### src/rtl/qenc_pkg.sv
// qenc_pkg: shared types and widths for the quadrature position counter.
// Assumes: nothing beyond IEEE 1800-2017.
package qenc_pkg;

    localparam int unsigned CNT_W = 32;

    // Counting mode, encoded as the cfg_mode port.
    typedef enum logic [1:0] {
        MODE_PULSE = 2'b00,
        MODE_X1    = 2'b01,
        MODE_X2    = 2'b10,
        MODE_X4    = 2'b11
    } mode_e;

endpackage

### src/rtl/qenc_sync.sv
// qenc_sync: multi-stage synchroniser for a bundle of asynchronous lines.
// Assumes: the lines are independent; each one settles within one clock
// per stage. After reset every stage holds zero.
module qenc_sync #(
    parameter int unsigned W      = 4,
    parameter int unsigned STAGES = 2
) (
    input  logic         clk,
    input  logic         rst_n,
    input  logic [W-1:0] d,
    output logic [W-1:0] q
);

    logic [W-1:0] stg [STAGES];

    generate
        for (genvar s = 0; s < STAGES; s++) begin : g_stage
            if (s == 0) begin : g_first
                // Capture the raw pins.
                always_ff @(posedge clk) begin
                    if (!rst_n) stg[s] <= '0;
                    else        stg[s] <= d;
                end
            end else begin : g_next
                // Shift the bundle one stage further.
                always_ff @(posedge clk) begin
                    if (!rst_n) stg[s] <= '0;
                    else        stg[s] <= stg[s-1];
                end
            end
        end
    endgenerate

    assign q = stg[STAGES-1];

endmodule

### src/rtl/qenc_step_decode.sv
// qenc_step_decode: turns synchronised A/B samples into up/down step
// requests for the selected mode and flags illegal double transitions.
// Assumes: a_s/b_s are already synchronous to clk. At most one of
// inc/dec is high in any cycle.
module qenc_step_decode
    import qenc_pkg::*;
(
    input  logic  clk,
    input  logic  rst_n,
    input  mode_e mode,
    input  logic  a_s,
    input  logic  b_s,
    output logic  inc,
    output logic  dec,
    output logic  err_flag
);

    logic a_q, b_q;
    logic a_chg, b_chg, both_chg, up_dir, quad_step, is_quad;

    // Hold the previous sample for edge detection.
    always_ff @(posedge clk) begin
        if (!rst_n) begin
            a_q <= 1'b0;
            b_q <= 1'b0;
        end else begin
            a_q <= a_s;
            b_q <= b_s;
        end
    end

    assign a_chg    = a_s ^ a_q;
    assign b_chg    = b_s ^ b_q;
    assign both_chg = a_chg & b_chg;
    assign up_dir   = a_s ^ b_q;
    assign is_quad  = (mode != MODE_PULSE);

    // Decide whether this sample is a counted edge in the quadrature modes.
    always_comb begin
        unique case (mode)
            MODE_X1: quad_step = a_chg & ~b_chg & ~b_q;
            MODE_X2: quad_step = a_chg & ~b_chg;
            MODE_X4: quad_step = a_chg ^ b_chg;
            default: quad_step = 1'b0;
        endcase
    end

    // Map the mode onto the up and down requests.
    always_comb begin
        if (mode == MODE_PULSE) begin
            inc = a_chg & a_s & ~(b_chg & b_s);
            dec = b_chg & b_s & ~(a_chg & a_s);
        end else begin
            inc = quad_step & up_dir;
            dec = quad_step & ~up_dir;
        end
    end

    // Sticky flag for a sample with both phases changed.
    always_ff @(posedge clk) begin
        if (!rst_n)                     err_flag <= 1'b0;
        else if (is_quad && both_chg)   err_flag <= 1'b1;
    end

    assert_one_dir_R5: assert property (@(posedge clk) disable iff (!rst_n)
        $onehot0({inc, dec}));

    assert_illegal_still_R6: assert property (@(posedge clk) disable iff (!rst_n)
        (is_quad && a_chg && b_chg) |-> (!inc && !dec));

    assert_err_sticky_R6: assert property (@(posedge clk) disable iff (!rst_n)
        err_flag |=> err_flag);

endmodule

### src/rtl/qenc_counter.sv
// qenc_counter: position register with index-qualified reload.
// Assumes: inc and dec are never both high. The reload request is
// evaluated on synchronised pins and takes priority over any step.
module qenc_counter #(
    parameter int unsigned W = 32
) (
    input  logic         clk,
    input  logic         rst_n,
    input  logic         inc,
    input  logic         dec,
    input  logic         a_s,
    input  logic         b_s,
    input  logic         z_s,
    input  logic         org_s,
    input  logic         org_en,
    input  logic [1:0]   phase_sel,
    input  logic [W-1:0] rld_value,
    output logic [W-1:0] count_q,
    output logic         evt_q
);

    logic hit;

    // Reload qualifier: index high, origin if enabled, phase state matches.
    assign hit = z_s && (org_s || !org_en) && ({a_s, b_s} == phase_sel);

    // Position register: reload beats a step; wraps modulo 2^W.
    always_ff @(posedge clk) begin
        if (!rst_n) begin
            count_q <= '0;
            evt_q   <= 1'b0;
        end else begin
            evt_q <= hit;
            if (hit)      count_q <= rld_value;
            else if (inc) count_q <= count_q + 1'b1;
            else if (dec) count_q <= count_q - 1'b1;
        end
    end

    assert_reload_wins_R10: assert property (@(posedge clk) disable iff (!rst_n)
        hit |=> (count_q == $past(rld_value) && evt_q));

    assert_step_wraps_R7: assert property (@(posedge clk) disable iff (!rst_n)
        (!hit && inc) |=> (count_q == $past(count_q) + 1'b1));

    assert_step_down_R7: assert property (@(posedge clk) disable iff (!rst_n)
        (!hit && dec) |=> (count_q == $past(count_q) - 1'b1));

    assert_hold_idle_R8: assert property (@(posedge clk) disable iff (!rst_n)
        (!hit && !inc && !dec) |=> ($stable(count_q) && !evt_q));

endmodule

### src/rtl/qenc_position_counter.sv
// qenc_position_counter: top of the encoder position counter. Synchronises
// the four encoder lines, decodes steps for the selected mode and keeps
// the position with an index-qualified reload.
// Assumes: configuration inputs are quasi-static and synchronous to clk.
module qenc_position_counter
    import qenc_pkg::*;
#(
    parameter int unsigned SYNC_STAGES = 2
) (
    input  logic             clk,
    input  logic             rst_n,
    input  logic             enc_a,
    input  logic             enc_b,
    input  logic             enc_z,
    input  logic             enc_org,
    input  logic [1:0]       cfg_mode,
    input  logic             cfg_org_en,
    input  logic [1:0]       cfg_phase_sel,
    input  logic [CNT_W-1:0] cfg_reload,
    output logic [CNT_W-1:0] pos_count,
    output logic             reload_evt,
    output logic             seq_error
);

    localparam int unsigned NLINES = 4;

    logic [NLINES-1:0] pins_s;
    logic              inc, dec;
    mode_e             mode;

    assign mode = mode_e'(cfg_mode);

    qenc_sync #(.W(NLINES), .STAGES(SYNC_STAGES)) u_sync (
        .clk   (clk),
        .rst_n (rst_n),
        .d     ({enc_a, enc_b, enc_z, enc_org}),
        .q     (pins_s)
    );

    qenc_step_decode u_dec (
        .clk      (clk),
        .rst_n    (rst_n),
        .mode     (mode),
        .a_s      (pins_s[3]),
        .b_s      (pins_s[2]),
        .inc      (inc),
        .dec      (dec),
        .err_flag (seq_error)
    );

    qenc_counter #(.W(CNT_W)) u_cnt (
        .clk       (clk),
        .rst_n     (rst_n),
        .inc       (inc),
        .dec       (dec),
        .a_s       (pins_s[3]),
        .b_s       (pins_s[2]),
        .z_s       (pins_s[1]),
        .org_s     (pins_s[0]),
        .org_en    (cfg_org_en),
        .phase_sel (cfg_phase_sel),
        .rld_value (cfg_reload),
        .count_q   (pos_count),
        .evt_q     (reload_evt)
    );

endmodule

### config.mk
export PLATFORM = sky130hd
export DESIGN_NAME = qenc_position_counter
export DESIGN_NICKNAME = d
export VERILOG_FILES = /design/src/rtl/qenc_pkg.sv /design/src/rtl/qenc_sync.sv /design/src/rtl/qenc_step_decode.sv /design/src/rtl/qenc_counter.sv /design/src/rtl/qenc_position_counter.sv
export SDC_FILE = /design/constraint.sdc
export NUM_CORES = 1
export LEC_CHECK = 0
export ABC_AREA = 0
export BUFFER_PORTS_ARGS = -buffer_cell sky130_fd_sc_hd__buf_2
export CORE_ASPECT_RATIO = 1.25
export CORE_MARGIN = 1.5
export CORE_UTILIZATION = 60
export CTS_BUF_LIST = sky130_fd_sc_hd__clkbuf_4
export DETAILED_ROUTE_END_ITERATION = 10
export PLACE_DENSITY = 0.86
export SETUP_SLACK_MARGIN = 0.2
export SLEW_MARGIN = 5
export SYNTH_ARGS = -nofsm -noshare
export SYNTH_HDL_FRONTEND = slang
export SYNTH_SLANG_ARGS = --single-unit
### constraint.sdc
create_clock -name clk -period 7.5 [get_ports clk]
set_clock_uncertainty 0.2 [all_clocks]
set_input_delay 0.75 -clock clk [delete_from_list [all_inputs] [get_ports clk]]
set_output_delay 0.75 -clock clk [all_outputs]
set_load 0.05 [all_outputs]
# After elaboration in Yosys (flattened, before gate mapping)
# Memories as Yosys holds them, arrays and structs flattened.
# Cells that the tools add are included.
# Widths: inputs -> output; s select.
op_classes:
  n_addsub: 2
  eq_ne: 4
  mux: 10
  reduce_logical: 8
  bitwise: 20
op_table:
  columns: ["op", "count"]
  rows:
  - ["$mux 32", 3]
  - ["$add 32x1->32 const B", 1]
  - ["$sub 32x1->32 const B", 1]
  - ["$and 1x1->1", 9]
  - ["$mux 4", 2]
  - ["$not 1->1", 5]
  - ["$eq 2x2->1 const B", 2]
  - ["$mux 1", 4]
  - ["$xor 1x1->1", 4]
  - ["$logic_and 1x1->1", 3]
  - ["$pmux 1 s3", 1]
  - ["$reduce_bool 3->1", 1]
  - ["$eq 2x1->1 const B", 1]
  - ["$eq 2x2->1", 1]
  - ["$logic_not 2->1", 1]
  - ["$or 1x1->1", 2]
  - ["$reduce_bool 2->1", 1]
  - ["$logic_not 1->1", 1]
  - ["$logic_or 1x1->1", 1]
totals:
  mem_count: 1
  wordCells: 50
  mem_bits_rw: 8
  output_inout_bits: 34
  regBits: 36
mem_list:
  columns: ["name", "depth", "word_bits", "read_ports", "rd_ports_with_merged_regs", "wr", "line_no", "text"]
  rows:
  - ["u_sync.stg", 2, 4, 2, 0, 2, "qenc_sync.sv:14", "logic [W-1:0] stg [STAGES];"]

# Longest topological paths before layout
# Gate-level depths: netlist of the first run.
depth:
  ltp_word: 10
  depth_mapped: 18

# Cells and area by module
# Synthesis of the first run repeated with hierarchy kept, for this count alone.
unflattened:
  hier_cells: 475
  area_unflattened_um2: 3658.5
modules_own_cells:
  columns: ["mod", "area_each_um2", "cells_per_inst", "n_inst"]
  rows:
  - ["qenc_counter", 3214.3, 433, 1]
  - ["qenc_step_decode", 234.0, 26, 1]
  - ["qenc_sync", 210.2, 16, 1]

# Worst setup path before layout of the first run
# Ideal clock, no wire load.
synth_path:
  path_type: "input -> register"
  startpoint: "input port cfg_mode[1]"
  endpoint: "register u_cnt.count_q[24]"
  setup_slack_ps: 3341
  t_arrival_ps: 3835
  stages: 15
  path_buffers: 4
  cell_sequence: "clkbuf_1 or2_1 o32a_1 nand2_1 buf_2 buf_1 xnor2_1 ha_1 buf_4 or3_4 or3_4 o221a_4 a211oi_1 mux2i_1 nand3_1"
synth_via:
  elab_chain_cells: 6
  word_cells_on_any_way: 12
  cone_classes: "eq/ne: 3; mux: 5; bitwise: 2; reduce/logical: 2"
synth_rtl:
  columns: ["element", "line_no", "text"]
  rows:
  - ["from (decl)", "qenc_position_counter.sv:16", "input logic [1:0] cfg_mode,"]
  - ["$eq 2x2->1 or $eq 2x1->1 (tied branches)", "qenc_step_decode.sv:40", "unique case (mode)"]
  - ["$pmux 1 s3", "qenc_step_decode.sv:40", null]
  - ["$and 1x1->1", "qenc_step_decode.sv:54", "inc = quad_step & up_dir;"]
  - ["$mux 1", "qenc_step_decode.sv:50", "if (mode == MODE_PULSE) begin"]
  - ["$mux 32", "qenc_counter.sv:35", "else if (inc) count_q <= count_q + 1'b1;"]
  - ["$mux 32", "qenc_counter.sv:34", "if (hit) count_q <= rld_value;"]
  - ["to (signal assigned)", "qenc_counter.sv:34", null]
  - ["to (signal assigned)", "qenc_counter.sv:35", null]
  - ["to (signal assigned)", "qenc_counter.sv:36", "else if (dec) count_q <= count_q - 1'b1;"]
  - ["to (decl)", "qenc_counter.sv:18", "output logic [W-1:0] count_q,"]
# Parallel ways exist; a longest one is shown, timed or not.
# A chain may end at the register's enable or synchronous reset.

# Worst setup path in the final report of the first run
layout_path:
  startpoint: "register u_dec.b_q"
  endpoint: "register u_cnt.count_q[26]"
layout_via:
  elab_chain_cells: 9
  word_cells_on_any_way: 20
  cone_classes: "mux: 5; bitwise: 14; reduce/logical: 1"
layout_rtl:
  columns: ["element", "line_no", "text"]
  rows:
  - ["from (decl)", "qenc_step_decode.sv:18", "logic a_q, b_q;"]
  - ["from (signal assigned)", "qenc_step_decode.sv:28", "b_q <= b_s;"]
  - ["$xor 1x1->1", "qenc_step_decode.sv:33", "assign b_chg = b_s ^ b_q;"]
  - ["$not 1->1", "qenc_step_decode.sv:41, qenc_step_decode.sv:42", null]
  - ["$and 1x1->1", "qenc_step_decode.sv:41, qenc_step_decode.sv:42", null]
  - ["$and 1x1->1", "qenc_step_decode.sv:41", "MODE_X1: quad_step = a_chg & ~b_chg & ~b_q;"]
  - ["$pmux 1 s3", "qenc_step_decode.sv:40", null]
  - ["$and 1x1->1", "qenc_step_decode.sv:54", null]
  - ["$mux 1", "qenc_step_decode.sv:50", null]
  - ["$mux 32", "qenc_counter.sv:35", null]
  - ["$mux 32", "qenc_counter.sv:34", null]
# Parallel ways exist; a longest one is shown, timed or not.

==> results of run 1 <==
## per-layer routing
layer  GRT usage, %  vias to the layer above  part of all wire (%)
li1               -                     1766                     -
met1           40.5                     1728                    40
met2           60.7                      188                    49
met3           5.47                       33                   7.5
met4           14.3                        0                   3.3
met5              0                        -                     0
## stage by stage
stage	total power, W	std cells	utilization, %
floorplan	0.000788	444	-
global placement	0.000911	547	68.0
detailed placement	0.000916	547	68.0
CTS	0.00108	555	69.5
global route	0.00114	555	69.5
finish	0.00109	555	69.5
## sequential cells by signal, indices dropped and copies added, names as in the netlist
name	count
u_cnt.count_q	32
u_sync.stg	8
u_cnt.evt_q	1
u_dec.a_q	1
u_dec.b_q	1
u_dec.err_flag	1
## critical path, cell delays in order (launching register included)
cell and delay [ns]:
dfxtp_1 0.40, inv_1 0.06, ha_1 0.31, ha_1 0.29, nor2b_1 0.06, o211ai_1 0.80
nand2_1 0.11, buf_4 0.25, xnor2_1 0.15, ha_1 0.29, or3_4 0.43, nor3_2 0.34
o211ai_1 0.17, a211oi_1 0.30, mux2_2 0.36, o211ai_1 0.10
## cells in the final DEF, fill, tap and decap left out, types with 3 or more instances in the layout
| cell | instances |
|---|---|
| nor3_2 | 4 |
| or4_1 | 8 |
| nor3_1 | 19 |
| inv_1 | 13 |
| xnor2_1 | 21 |
| and4_1 | 4 |
| nand3_1 | 27 |
| clkbuf_4 | 5 |
| dfxtp_1 | 44 |
| and3_1 | 3 |
| o22ai_1 | 3 |
| nor2_1 | 37 |
| nand2_1 | 23 |
| nor4_1 | 12 |
| ha_1 | 5 |
| o211ai_1 | 4 |
| a211oi_1 | 14 |
| or3_1 | 7 |
| or3_4 | 3 |
| o21ai_0 | 20 |
| nand4_1 | 22 |
| a21oi_1 | 31 |
| nand3b_1 | 5 |
| a31oi_1 | 3 |
| buf_4 | 4 |
| a22oi_1 | 3 |
| and2_1 | 9 |
| xor2_1 | 5 |
| buf_2 | 76 |
## where the power goes
group | switching, W | leakage, nW | internal [W]
sequential | 0.0000732 | 0.359 | 0.000266
clock | 0.0000905 | 0.0418 | 0.0000713
combinational | 0.000364 | 1.06 | 0.000221
total | 0.000528 | 1.46 | 0.000558
## worst paths after layout
path / to / slack, ns / from / depth (start not counted)
min: u_sync.stg[1][0] / 0.26 / u_sync.stg[0][0] / 1
min reg2reg: u_sync.stg[1][0] / 0.26 / u_sync.stg[0][0] / 1
max: u_cnt.count_q[26] / 2.79 / u_dec.b_q / 15
max reg2reg: u_cnt.count_q[26] / 2.79 / u_dec.b_q / 15
## layout make-up
| type | count | area, µm² | area share, % |
|---|---|---|---|
| clock buffer | 5 | 37.5 | 0.999 |
| sequential | 44 | 881 | 23.4 |
| inverter | 13 | 48.8 | 1.30 |
| timing repair buffer | 80 | 410 | 10.9 |
| tap | 64 | 80.1 | 2.13 |
| clock inverter | 3 | 46.3 | 1.23 |
| multi-input combinational | 346 | 2250 | 60.0 |
## cells by family after synthesis
logic type,after synthesis,share of synthesized area (%)
compound gates,112,23.3
xor+xnor,26,6.76
fa+ha+maj,5,1.86
simple gates,198,33.3
mux,5,1.60
flops,44,26.2
buf+inv,54,6.99
==> results.yml, run 1 <==
cts:
  cts.htree.levels: 2
  root_buffer: "clkbuf_4"
  cts_resized: 0
  post_cts_buffers: 0
  cts_tree: "built"
  cts_buffer_depth: 2
  clkLatencyLatePin_ns: 0.38
  cts_buffers: 5
  clkSinkCount: 44
  hold_buffers: 0
  clk_pin_slew_ns: 0.16
detailed_routing:
  wl_um: 10500
  num_vias: 3715
  avgRoutedWirePerCell_um: 18.9
  route.detailed.drc: 0
  drtAntennaViolNets: 0
  first_pass_iters: 5
  drt_iter0_markers: 342
  viasPerCell: 6.69
timing:
  setup_ws_ns: 2.79
  rsz0062_at_grt: "no"
  whs_ns: 0.257
  period_share_pct: 62.8
  fin_setup_tns_ns: 0
  max_slew.worst_pin.slew_ns: 0.988
  hold_viol: 0
  slew_headroom_pct: 33.9
  finalMaxSlewViolations: 0
  finalSetupViolations: 0
  period_needed_ns: 4.71
  clock.fmax_mhz: 212
setup_path:
  critPathMaxFanout: 23
  criticalPathCategory: "reg -> reg"
  cp.arrival_ns: 4.82
  crit_required_ns: 7.61
  cp-end-kind: "register"
  critPathLaunchType: "register"
worst_hold_path:
  hold_class: "reg -> reg"
layout:
  final_area_um2: 3760
  syn_to_final_growth_pct: 11.6
  layout.nets: 538
  diodes: 0
  fillers: 474
  layout-drive-gt1-share_pct: 22.6
floorplan:
  die-area_um2: 6070
  rows: 30
  initial_core_util_pct: 62.3
  coreArea_um2: 5410
  boundaryPins: 77
  die_y_um: 86.8
  die_width_um: 70
placement:
  gp_congestion: 0.931
  dp_slack_ns: 2.91
  hpwl_um: 7540
  placed_area_um2: 3670
  port-buffer-count: 76
synthesis:
  syn_inst: 444
  ys.warnings.count: 0
  synth_flop_cell: "dfxtp_1"
  synth_area_leader_cell: "dfxtp_1"
  synth_edf_count: 0
  ys_seq_elements: 44
  syn-cell-area_um2: 3370
  synth-async-reset-ratio_pct: 0
  ys_top_cells_by_count: "44 x dfxtp_1, 38 x nor2_1, 31 x a21oi_1, 27 x nand3_1, 25 x clkbuf_1"
  synth_fp_nets: 492
  yosysMostFrequentCell: "dfxtp_1"
  synth_top_area_share_pct: 26.2
  ys_seq_area_share_pct: 26.2
  syn-mean-instance-area_um2: 7.58
  synthTopCellsByArea: "dfxtp_1 26%, xnor2_1 5.5%, a21oi_1 4.6%"
  synth_cell_type_count: 71
global_route:
  grt_pass1_vias: 3432
  grt_pass1_wl_um: 16600
  antenna_found_initial: 0
  grtUsageTotal_pct: 34.0
  grt_max_degree: 55
  grt_overflow: 0
pwr:
  peakVddDrop_uv: 158
  powerDensity_nw_per_um2: 289
  p_leak_nw: 1.46
job:
  cap_violations: 0
status:
  status: "finished clean"
Note: power is estimated with default switching activity, not from simulation.
==> inputs of run 2 (changes only) <==
--- a/config.mk
+++ b/config.mk
@@ -9,10 +9,10 @@
 export BUFFER_PORTS_ARGS = -buffer_cell sky130_fd_sc_hd__buf_2
 export CORE_ASPECT_RATIO = 1.25
 export CORE_MARGIN = 1.5
-export CORE_UTILIZATION = 60
+export CORE_UTILIZATION = 56
 export CTS_BUF_LIST = sky130_fd_sc_hd__clkbuf_4
 export DETAILED_ROUTE_END_ITERATION = 10
-export PLACE_DENSITY = 0.86
+export PLACE_DENSITY = 0.81
 export SETUP_SLACK_MARGIN = 0.2
 export SLEW_MARGIN = 5
 export SYNTH_ARGS = -nofsm -noshare
==> constraint.sdc (replaced) <==
create_clock -name clk -period 4.77 [get_ports clk]
set_clock_uncertainty 0.2 [all_clocks]
set_input_delay 0.477 -clock clk [delete_from_list [all_inputs] [get_ports clk]]
set_output_delay 0.477 -clock clk [all_outputs]
set_load 0.05 [all_outputs]
==> results.yml, run 2 (synthesis results as in run 1) <==
detailed_routing:
  viasPerCell: 6.58
  wl_um: 10100
  avgRoutedWirePerCell_um: 18.0
  drt_iter0_markers: 217
  drtAntennaViolNets: 0
  first_pass_iters: 5
  num_vias: 3702
  route.detailed.drc: 0
timing:
  period_needed_ns: 3.83
  fin_setup_tns_ns: 0
  whs_ns: 0.0987
  period_share_pct: 80.3
  max_slew.worst_pin.slew_ns: 0.946
  slew_headroom_pct: 36.8
  finalSetupViolations: 0
  hold_viol: 0
  rsz0062_at_grt: "no"
  finalMaxSlewViolations: 0
  clock.fmax_mhz: 261
cts:
  post_cts_buffers: 0
  clkLatencyLatePin_ns: 0.37
  cts.htree.levels: 2
  hold_buffers: 0
  cts_resized: 0
  cts_tree: "built"
  root_buffer: "clkbuf_4"
  clk_pin_slew_ns: 0.14
  cts_buffers: 5
  cts_buffer_depth: 2
  clkSinkCount: 44
setup_path:
  timing.rr.start: "u_sync.stg[1][3]"
  startpoint: "u_sync.stg[1][3]"
  path_cells: "ha_1, inv_1, ha_1, nand3b_1, o32a_1, nand2_1, xnor2_1, ha_1, nand4_1, a211o_1, or4b_1, a21oi_1, xnor2_1, a211oi_1"
  critPathMaxFanout: 9
  crit_required_ns: 4.85
  cp.arrival_ns: 3.91
  critPathLaunchType: "register"
  slowest_delay_ns: 0.48
  rrSetupSlack_ns: 0.94
  r2r-end: "u_cnt.count_q[18]"
  crit_top_cell: "ha_1"
  endpoint: "u_cnt.count_q[18]"
  criticalPathCategory: "reg -> reg"
  cp-end-kind: "register"
  rr_worst_depth: 14
  critical_path.slowest_cell: "or4b_1"
pwr:
  seqPwrFrac_pct: 31.5
  p_leak_nw: 1.49
  p_comb_share_pct: 54.1
  peakVddDrop_uv: 255
  powerDensity_nw_per_um2: 444
  p_int_w: 0.000878
  swShare_pct: 48.0
  p_clk_share_pct: 14.4
  switching_power_w: 0.000809
floorplan:
  rows: 31
  coreArea_um2: 5820
  die_y_um: 89.7
  die_width_um: 72.4
  initial_core_util_pct: 57.9
  boundaryPins: 77
  die-area_um2: 6490
global_route:
  grtUsageTotal_pct: 32.5
  antenna_found_initial: 0
  grt_max_degree: 33
  grt_pass1_wl_um: 16700
  grt_overflow: 0
  grt_pass1_vias: 3439
layout:
  biggestRegsByFlops: "u_cnt.count_q: 32 flops, u_sync.stg: 8 flops"
  fillers: 527
  layout-drive-gt1-share_pct: 23.1
  syn_to_final_growth_pct: 12.8
  largest_reg_flops: 32
  regMostFlops: "u_cnt.count_q"
  diodes: 0
  final_cell_mix: "76 x buf_2, 44 x dfxtp_1, 38 x nor2_1"
  final_common_cell: "buf_2"
  layout.nets: 544
placement:
  hpwl_um: 7320
  gp_congestion: 0.978
  port-buffer-count: 76
status:
  status: "finished clean"
job:
  cap_violations: 0
worst_hold_path:
  hold_class: "in -> reg"
==> run 2: cell types whose count changed in the layout (fill, tap and decap cells not counted), sizes merged <==
| cell | previous run | this run |
|---|---|---|
| buf | 80 | 86 |
| clkinv | 0 | 2 |
| clkinvlp | 1 | 0 |
| inv | 14 | 13 |
==> run 2: layout make-up <==
| class | instances | area [µm²] | area share (%) |
|---|---|---|---|
| Tap cell | 66 | 82.6 | 2.17 |
| Inverter | 13 | 48.8 | 1.28 |
| Clock buffer | 5 | 37.5 | 0.988 |
| Timing Repair Buffer | 86 | 455 | 12.0 |
| Sequential cell | 44 | 881 | 23.2 |
| Multi-Input combinational cell | 346 | 2250 | 59.3 |
| Clock inverter | 3 | 42.5 | 1.12 |
==> run 2: per-stage QoR <==
| step | util (%) | setup WS, ns | cell area [µm²] | total power (W) | cells |
|---|---|---|---|---|---|
| after floorplan | - | 0.710 | 3370 | 0.00124 | 444 |
| after detailed placement | 63.9 | 1.02 | 3720 | 0.00144 | 555 |
| after CTS | 65.3 | 0.964 | 3800 | 0.00168 | 563 |
| after global routing | 65.3 | 0.681 | 3800 | 0.00180 | 563 |
| final | 65.3 | 0.939 | 3800 | 0.00169 | 563 |
| after global placement | 63.9 | 1.09 | 3720 | 0.00143 | 555 |
==> run 2: power by group through the flow <==
| stage | Sequential, W | Combinational, W | Clock, W |
|---|---|---|---|
| finish | 0.000532 | 0.000912 | 0.000243 |
| global route | 0.000543 | 0.000990 | 0.000264 |
| CTS | 0.000528 | 0.000904 | 0.000248 |
| detailed placement | 0.000536 | 0.000901 | 0 |
| global placement | 0.000537 | 0.000890 | 0 |
| floorplan | 0.000629 | 0.000609 | 0 |
==> run 2: how the worst min path moves through the flow <==
stage               slack [ns]  cells after the start             start                to
floorplan                 0.21                      1  u_sync.stg[0][0]  u_sync.stg[1][0]
global placement          0.21                      1  u_sync.stg[0][0]  u_sync.stg[1][0]
detailed placement        0.22                      1  u_sync.stg[0][0]  u_sync.stg[1][0]
CTS                       0.09                      2           enc_org  u_sync.stg[0][0]
global route              0.08                      2             enc_a  u_sync.stg[0][3]
finish                     0.1                      2           enc_org  u_sync.stg[0][0]
==> run 2: worst max-delay path: cells and delay by family, from the launching register on <==
kind,cells,cell delay [ns]
flip-flops,1,0.42
AND/OR/NAND/NOR,4,0.96
adder cells (fa/ha/maj),3,0.75
AO/OA/AOI/OAI,4,1.11
XOR/XNOR,2,0.21
buffers and inverters,1,0.08
==> run 2: metal layers <==
metal  global-route usage (%)  part of all wire, %  routed length (µm)  vias to the layer above
met5                        0                    0                   0                        -
met4                     16.1                  3.2                 321                        0
met3                     4.58                  5.5                 561                       31
met2                     56.2                   50                5050                      156
met1                     39.6                   41                4190                     1740
li1                         -                    -                   -                     1775
